### config.mk
export PLATFORM = sky130hd
export DESIGN_NAME = dphy_ctl_regbank
export DESIGN_NICKNAME = d
export VERILOG_FILES = /design/src/rtl/dphy_ctl_pkg.sv /design/src/rtl/hwm_decode.sv /design/src/rtl/hwm_reg.sv /design/src/rtl/hwm_rdmux.sv /design/src/rtl/dphy_ctl_regbank.sv
export SDC_FILE = /design/constraint.sdc
export NUM_CORES = 1
export LEC_CHECK = 0
export ABC_AREA = 0
export BUFFER_PORTS_ARGS = -buffer_cell sky130_fd_sc_hd__buf_2
export CAP_MARGIN = 20
export CORE_MARGIN = 2
export CORE_UTILIZATION = 42
export CTS_CLUSTER_SIZE = 14
export DETAILED_ROUTE_END_ITERATION = 8
export PLACE_DENSITY = 0.76
export SYNTH_ARGS = -nofsm -noshare
export SYNTH_HDL_FRONTEND = slang
export SYNTH_SLANG_ARGS = --single-unit
### constraint.sdc
create_clock -name clk -period 1.3 [get_ports clk]
set_input_delay 0.26 -clock clk [delete_from_list [all_inputs] [get_ports clk]]
set_output_delay 0.26 -clock clk [all_outputs]
set_load 0.005 [all_outputs]
### src/rtl/dphy_ctl_pkg.sv
// Shared constants for the PHY control register bank.
// Assumes a 32-bit bus word whose upper half is a per-bit write mask.
package dphy_ctl_pkg;
    localparam int HALF     = 16;
    localparam int WORD     = 2 * HALF;
    localparam int NUM_CTRL = 3;
    localparam int STAT_W   = 8;

    // Word slots; the status slot follows the control words.
    typedef enum logic [1:0] {
        SLOT_LANE = 2'd0,
        SLOT_TURN = 2'd1,
        SLOT_TEST = 2'd2,
        SLOT_STAT = 2'd3
    } slot_e;

    // Bits that exist in each control word.
    localparam logic [HALF-1:0] IMPL_LANE = 16'hFFFF;
    localparam logic [HALF-1:0] IMPL_TURN = 16'h0C0F;
    localparam logic [HALF-1:0] IMPL_TEST = 16'h07FF;

    // Returns the implemented-bit mask of control slot s.
    function automatic logic [HALF-1:0] impl_mask(input int s);
        case (s)
            0:       return IMPL_LANE;
            1:       return IMPL_TURN;
            2:       return IMPL_TEST;
            default: return '0;
        endcase
    endfunction
endpackage

### src/rtl/hwm_decode.sv
// Address decoder: turns one bus request into per-word write strobes,
// a read slot index and an unmapped-address indication.
// Assumes slots 0..NUM_CTRL-1 are control words, slot NUM_CTRL is status.
module hwm_decode #(
    parameter int ADDR_W   = 4,
    parameter int NUM_CTRL = 3
) (
    input  logic              req_valid,
    input  logic              req_write,
    input  logic [ADDR_W-1:0] req_addr,
    output logic [NUM_CTRL-1:0] ctrl_wr,
    output logic              rd_ok,
    output logic              bad
);
    localparam int TOP_SLOT = NUM_CTRL;

    logic mapped;

    // Mapped if the address falls on a control word or the status word.
    always_comb mapped = (32'(req_addr) <= TOP_SLOT);

    for (genvar g = 0; g < NUM_CTRL; g++) begin : g_wr
        // Write strobe for control word g.
        always_comb ctrl_wr[g] = req_valid && req_write && (32'(req_addr) == g);
    end

    // Read accepted at a mapped address.
    always_comb rd_ok = req_valid && !req_write && mapped;
    // Any request at an unmapped address.
    always_comb bad = req_valid && !mapped;
endmodule

### src/rtl/hwm_reg.sv
// One masked-write control half-word. Bit i follows wdata[i] only when
// wdata[i+HALF] is set; bits outside IMPL are never stored.
module hwm_reg #(
    parameter int              HALF = 16,
    parameter logic [HALF-1:0] IMPL = '1
) (
    input  logic              clk,
    input  logic              rst_n,
    input  logic              wr,
    input  logic [2*HALF-1:0] wdata,
    output logic [HALF-1:0]   q
);
    logic [HALF-1:0] en;

    // Effective per-bit enable: bus mask restricted to implemented bits.
    always_comb en = wdata[2*HALF-1:HALF] & IMPL;

    // Storage with per-bit update.
    always_ff @(posedge clk) begin
        if (!rst_n)  q <= '0;
        else if (wr) q <= (q & ~en) | (wdata[HALF-1:0] & en);
    end
endmodule

### src/rtl/hwm_rdmux.sv
// Read multiplexer: picks a control half-word or the status byte by slot
// and zero-extends to the bus width. Assumes the slot is already mapped.
module hwm_rdmux #(
    parameter int ADDR_W   = 4,
    parameter int NUM_CTRL = 3,
    parameter int HALF     = 16,
    parameter int STAT_W   = 8
) (
    input  logic [NUM_CTRL*HALF-1:0] ctrl_flat,
    input  logic [STAT_W-1:0]        status,
    input  logic [ADDR_W-1:0]        slot,
    output logic [2*HALF-1:0]        rd_word
);
    // Select the addressed word.
    always_comb begin
        rd_word = '0;
        for (int i = 0; i < NUM_CTRL; i++)
            if (32'(slot) == i) rd_word[HALF-1:0] = ctrl_flat[i*HALF +: HALF];
        if (32'(slot) == NUM_CTRL) rd_word[STAT_W-1:0] = status;
    end
endmodule

### src/rtl/dphy_ctl_regbank.sv
// Control register bank for a camera receive PHY. Three masked-write
// control words and one read-only status word on a single-cycle bus;
// read data and the error flag are registered one cycle after the request.
// Assumes a caller that holds a request for one cycle only.
module dphy_ctl_regbank
    import dphy_ctl_pkg::*;
#(
    parameter int ADDR_W = 4
) (
    input  logic              clk,
    input  logic              rst_n,
    input  logic              req_valid,
    input  logic              req_write,
    input  logic [ADDR_W-1:0] req_addr,
    input  logic [WORD-1:0]   req_wdata,
    output logic [WORD-1:0]   rsp_rdata,
    output logic              rsp_err,
    input  logic [STAT_W-1:0] test_dout,
    output logic [3:0]        lane_en,
    output logic [3:0]        force_rx,
    output logic [3:0]        force_stop,
    output logic [3:0]        turn_dis,
    output logic [3:0]        turn_req,
    output logic [1:0]        clk_inv,
    output logic [7:0]        test_din,
    output logic              test_en,
    output logic              test_clk,
    output logic              test_clr
);
    logic [NUM_CTRL-1:0]      ctrl_wr;
    logic                     rd_ok;
    logic                     bad;
    logic [NUM_CTRL*HALF-1:0] ctrl_flat;
    logic [WORD-1:0]          rd_word;
    logic [HALF-1:0]          w_lane, w_turn, w_test;

    hwm_decode #(.ADDR_W(ADDR_W), .NUM_CTRL(NUM_CTRL)) u_dec (
        .req_valid (req_valid),
        .req_write (req_write),
        .req_addr  (req_addr),
        .ctrl_wr   (ctrl_wr),
        .rd_ok     (rd_ok),
        .bad       (bad)
    );

    for (genvar g = 0; g < NUM_CTRL; g++) begin : g_reg
        hwm_reg #(.HALF(HALF), .IMPL(impl_mask(g))) u_reg (
            .clk   (clk),
            .rst_n (rst_n),
            .wr    (ctrl_wr[g]),
            .wdata (req_wdata),
            .q     (ctrl_flat[g*HALF +: HALF])
        );
    end

    hwm_rdmux #(.ADDR_W(ADDR_W), .NUM_CTRL(NUM_CTRL), .HALF(HALF), .STAT_W(STAT_W)) u_mux (
        .ctrl_flat (ctrl_flat),
        .status    (test_dout),
        .slot      (req_addr),
        .rd_word   (rd_word)
    );

    // Registered response: read data on mapped reads, zero on bad reads.
    always_ff @(posedge clk) begin
        if (!rst_n) begin
            rsp_rdata <= '0;
            rsp_err   <= 1'b0;
        end else begin
            rsp_err <= bad;
            if (rd_ok)    rsp_rdata <= rd_word;
            else if (bad && !req_write) rsp_rdata <= '0;
        end
    end

    // Unpack the stored words.
    always_comb begin
        w_lane = ctrl_flat[SLOT_LANE*HALF +: HALF];
        w_turn = ctrl_flat[SLOT_TURN*HALF +: HALF];
        w_test = ctrl_flat[SLOT_TEST*HALF +: HALF];
    end

    // Field fan-out to the PHY.
    always_comb begin
        lane_en    = w_lane[3:0];
        force_rx   = w_lane[7:4];
        force_stop = w_lane[11:8];
        turn_dis   = w_lane[15:12];
        turn_req   = w_turn[3:0];
        clk_inv    = w_turn[11:10];
        test_din   = w_test[7:0];
        test_en    = w_test[8];
        test_clk   = w_test[9];
        test_clr   = w_test[10];
    end
endmodule

Word-level counts from Yosys, hierarchy flattened

Index checks and enable logic that the tools add are counted.

Order comparisons: 1
Equality and inequality tests: 3
Multiplexer cells: 6
Bitwise gates (word level): 12
Reduce and logical (&&, ||, !) cells: 12

Operators with widths:

| cell                                                            | number |
|---|---|
| two-way mux 16 bit                                              | 5 |
| AND 16 bit                                                      | 4 |
| bitwise OR 16 bit                                               | 3 |
| AND 16 x 11 -> 16 bit                                           | 1 |
| AND 16 x 12 -> 16 bit                                           | 1 |
| inverter 11 -> 16 bit                                           | 1 |
| inverter 12 -> 16 bit                                           | 1 |
| inverter 16 bit                                                 | 1 |
| == test 4 x 2 -> 1 bit (second input constant)                  | 2 |
| logical AND 1 bit                                               | 8 |
| two-way mux 8 bit                                               | 1 |
| == test 4 x 1 -> 1 bit (second input constant)                  | 1 |
| less-or-equal comparator 4 x 2 -> 1 bit (second input constant) | 1 |
| logical NOT 4 bit                                               | 1 |
| logical NOT 1 bit                                               | 2 |
| nonzero test 2 bit                                              | 1 |

Register bits: 65
Input port bits: 48
Output and inout port bits: 66
Word-level logic and storage cells: 39

Logic depth before layout (Yosys ltp)

Depth after elaboration: 6
Gate-level depth with buffers: 5
Mapped depth without buffers: 3

Hierarchy

Synthesis repeated with hierarchy kept, for this count alone.

Cell total of the unflattened synthesis: 426
Area total of the unflattened synthesis: 3701.0 um^2

Modules (own cells, without submodules):

| module                    | times used | cells each | area an instance (um^2) | sequential area each (um^2) |
|---|---|---|---|---|
| dphy_ctl_regbank          | 1          | 144        | 1380.1                  | 660.6 |
| hwm_reg at g_reg[0].u_reg | 1          | 85         | 750.7                   | 320.3 |
| hwm_rdmux                 | 1          | 85         | 633.1                   | 0.0 |
| hwm_reg at g_reg[2].u_reg | 1          | 64         | 525.5                   | 220.2 |
| hwm_reg at g_reg[1].u_reg | 1          | 42         | 337.8                   | 120.1 |
| hwm_decode                | 1          | 6          | 73.8                    | 0.0 |

Worst setup path before layout

OpenSTA, ideal clock, no wires.

Kind: input port to flip-flop
From: input port req_addr[0]
To: register rsp_rdata[3]
Library setup time: 0.117 ns
Arrival time: 1.113 ns
Required time: 1.183 ns
Path slack: 0.070 ns
Cell stages on the path: 3
Path buffers: 1
Cells stage by stage: buf_2 > mux4_2 > a22o_1

Word-level cells in the longest chain between the ends: 6
Elaborated cells on any way between the ends: 15
Classes of those cells: 1 x order compare; 3 x eq/ne; 5 x mux; 6 x reduce/logical

Ends and longest elaborated chain:

| element                          | RTL line               | text |
|---|---|---|
| from (decl)                      | dphy_ctl_regbank.sv:14 | `input logic [ADDR_W-1:0] req_addr,` |
| logical NOT 4 bit                | hwm_rdmux.sv:18        | `if (32'(slot) == i) rd_word[HALF-1:0] = ctrl_flat[i*HALF +: HALF];` |
| two-way mux 16 bit (3 in series) | hwm_rdmux.sv:18        |  |
| two-way mux 8 bit                | hwm_rdmux.sv:19        | `if (32'(slot) == NUM_CTRL) rd_word[STAT_W-1:0] = status;` |
| two-way mux 16 bit               | dphy_ctl_regbank.sv:70 | `if (rd_ok) rsp_rdata <= rd_word;` |
| to (signal assigned)             | dphy_ctl_regbank.sv:70 |  |
| to (decl)                        | dphy_ctl_regbank.sv:16 | `output logic [WORD-1:0] rsp_rdata,` |

Several ways; a longest one is shown, not always the timed one.
A chain may end at the register's enable or synchronous reset.

Final worst setup path

From: input port req_addr[3]
To: register rsp_rdata[9]

Word-level cells in the longest chain between the ends: 5
Elaborated cells on any way between the ends: 13
Classes of those cells: 1 x order compare; 2 x eq/ne; 4 x mux; 6 x reduce/logical

Ends and longest elaborated chain:

| element                                                                      | RTL line |
|---|---|
| less-or-equal comparator 4 x 2 -> 1 bit or logical NOT 4 bit (tied branches) | hwm_decode.sv:20, hwm_rdmux.sv:18 |
| logical NOT 1 bit or two-way mux 16 bit (tied branches)                      | hwm_decode.sv:30, hwm_rdmux.sv:18 |
| logical AND 1 bit or two-way mux 16 bit (tied branches)                      | hwm_decode.sv:30, hwm_rdmux.sv:18 |
| logical AND 1 bit or two-way mux 16 bit (tied branches)                      | dphy_ctl_regbank.sv:71, hwm_rdmux.sv:18 |
| nonzero test 2 bit (no source line) or two-way mux 16 bit (tied branches)    | n/a |

Several ways; a longest one is shown, not always the timed one.

==> reports/results.ini <==
[run_status]
status=finished, final reports clean

[clock_tree]
htreeDepth=2
cts_resized=0
numCtsBuffers=5
post-cts-setup-buffer-count=0
cts_sinks=50
cts_tree=yes
clk_latency_ns=0.29
clk_path_buf_depth=2
cts_root_buf=clkbuf_8
path_clk_slew_ns=0.08
ctsHoldBuffers=0

[drt]
drtIter0Drc=81
drc=0
via_per_inst=5.04
vias=2266
ant_nets=0
wl_um=6190
wl_per_cell_um=13.8
first_pass_iters=4

[final_layout]
stdcell_area_um2=3170
layout_common_cells=97 x buf_2, 53 x nand2_1, 50 x dfxtp_1
multi_input_area_um2=1300
regArea_um2=1000
nNetsFinal=425
fin_util_pct=56.6
drive_above_1_share_pct=36.2
num-fill-cells=548
final_common_cell=buf_2
area_growth_pct=28.5
diodes=0

[global_route]
grt_pass1_wl_um=9720
grt_max_degree=34
grt_pass1_vias=2073
grt-ovfl-total=0
grt_usage_pct=18.8
grt_antenna_before_repair=0

[synthesis]
synthTopCellsByArea=dfxtp_1 41%, mux2i_1 16%, nand2_1 8.1%
synth.mux.area_fraction_pct=16.7
synthFlopType=dfxtp_1
synthesis.area_um2=2470
synth_top_family_by_area=simple AND/OR/NAND/NOR gates
async_flop_share_pct=0
yosysSeqAreaShare_pct=40.5
synth_edf_count=0
synth_fa_ha_area_share_pct=0
syn-instance-count=273
ys_ff_latch=50
synth_warnings=0
synth_area_leader_cell=dfxtp_1
synth_top_cell_area_share_pct=40.5
synth_compound_area_share_pct=9.63
syn_area_per_cell_um2=9.04
synthDistinctLibCells=29
synthSimpleGateAreaFrac_pct=23.9
synth_xor_area_share_pct=0

[placed_design]
dpl.hpwl_um=4710
gp_congestion=0.810
portBuffers=97
postPlaceCellArea_um2=3080
dp_slack_ns=-0.115

[floorplanning]
die-area_um2=6510
die_y_um=80.7
io_pins=114
rows=27
core_region_area_um2=5610
start_util_pct=44.0
dieWidth_um=80.7

[worst_setup_path]
path_max_fanout=5
worstPathArrival_ns=1.32
required_ns=1.52
regToRegSetupSlack_ns=0.20
endpoint=rsp_rdata[9]
crit_start=req_addr[3]
path_class=input port to flip-flop
r2r_end=rsp_rdata[3]
crit_path_start_kind=input port
r2r_cells=2
endpoint_kind=flip-flop

[sta]
hold_viol_final=0
timing.fmax_mhz=906
slew_violations=0
grt_setup_unrepaired=false
finalWorstPathRequiredPeriod_ns=1.10
setup_viol=0
hold_ws_ns=0.205
fin_skew_ns=0.00410
timing.final.ws_setup_ns=0.196
period_share_pct=84.9

[pwr]
pwr-share-comb_pct=12.1
powerDensity_nw_per_um2=879
p_sw_w=0.000664
power_frac_clock_pct=32.5
seq_power_share_pct=55.4
netSwitchingFraction_pct=23.8
power.internal_w=0.00212
ir_drop_mv=0.494
power.leakage_nw=1.65

[worst_hold_path]
hold_class=input port to flip-flop

[flow_run]
drv_cap=0

kinds of logic (layout without fill, tap and decap cells):
group,Yosys count,in the layout
AO/OA/AOI/OAI,28,28
buffers and inverters,37,127
other,1,16
flip-flops,50,50
multiplexers,40,40
AND/OR/NAND/NOR,117,117
per-layer routing:
layer  vias to the layer above  GRT usage [%]  part of all wire, %
li1                       1135              -                    -
met1                      1043           24.5                   46
met2                        86           32.8                   47
met3                         2           3.93                  6.1
met4                         0           2.54                 0.24
met5                         -              0                    0
synth_stat cells, types with 2 or more instances:
| master | number |
|---|---|
| o21ai_0 | 4 |
| and2_1 | 2 |
| nand2b_1 | 5 |
| a21boi_1 | 3 |
| and4bb_2 | 2 |
| buf_4 | 19 |
| a21bo_2 | 4 |
| nand2_1 | 53 |
| mux2i_1 | 39 |
| or4_1 | 3 |
| nor2_1 | 2 |
| buf_2 | 11 |
| nor2b_1 | 10 |
| a32oi_1 | 4 |
| nand3_1 | 36 |
| dfxtp_1 | 50 |
| a32o_1 | 6 |
| clkbuf_1 | 7 |
| a211o_1 | 2 |
| a22o_1 | 2 |
worst min-delay path by stage:
| stage | cells past startpoint | to | from |
|---|---|---|---|
| floorplan | 2 | flip-flop | req_wdata[12] |
| global placement | 1 | rsp_rdata[5] | rsp_rdata[5] |
| detailed placement | 1 | rsp_rdata[6] | rsp_rdata[6] |
| CTS | 3 | flip-flop | req_wdata[14] |
| global route | 3 | flip-flop | req_wdata[12] |
| finish | 3 | flip-flop | req_wdata[14] |
critical path: stages:
cell	delay, ns
buf_2	0.13
or2_4	0.27
or4_1	0.50
a21boi_1	0.16
cell type report:
class,count,share of cell area [%]
Clock buffer,7,2.72
Clock inverter,1,0.158
Multi-Input combinational cell,201,41.0
Sequential cell,50,31.5
Tap cell,72,2.84
Timing Repair Buffer,119,21.7
stage by stage:
| stage | setup TNS (ns) | power, W | cells |
|---|---|---|---|
| final | 0 | 0.00279 | 450 |
| after global routing | 0 | 0.00292 | 450 |
| after CTS | 0 | 0.00282 | 450 |
| after detailed placement | -0.531 | 0.00192 | 442 |
| after global placement | -0.262 | 0.00191 | 442 |
| after floorplan | 0 | 0.00178 | 288 |
power groups by stage:
stage                     clock network [W]  registers (W)  logic [W]
after detailed placement                  0        0.00158   0.000335
after global routing                0.00100        0.00155   0.000372
after global placement                    0        0.00158   0.000333
after floorplan                           0        0.00158   0.000199
after CTS                          0.000938        0.00154   0.000337
final                              0.000907        0.00154   0.000337
Power figures use the tool's default switching activity.
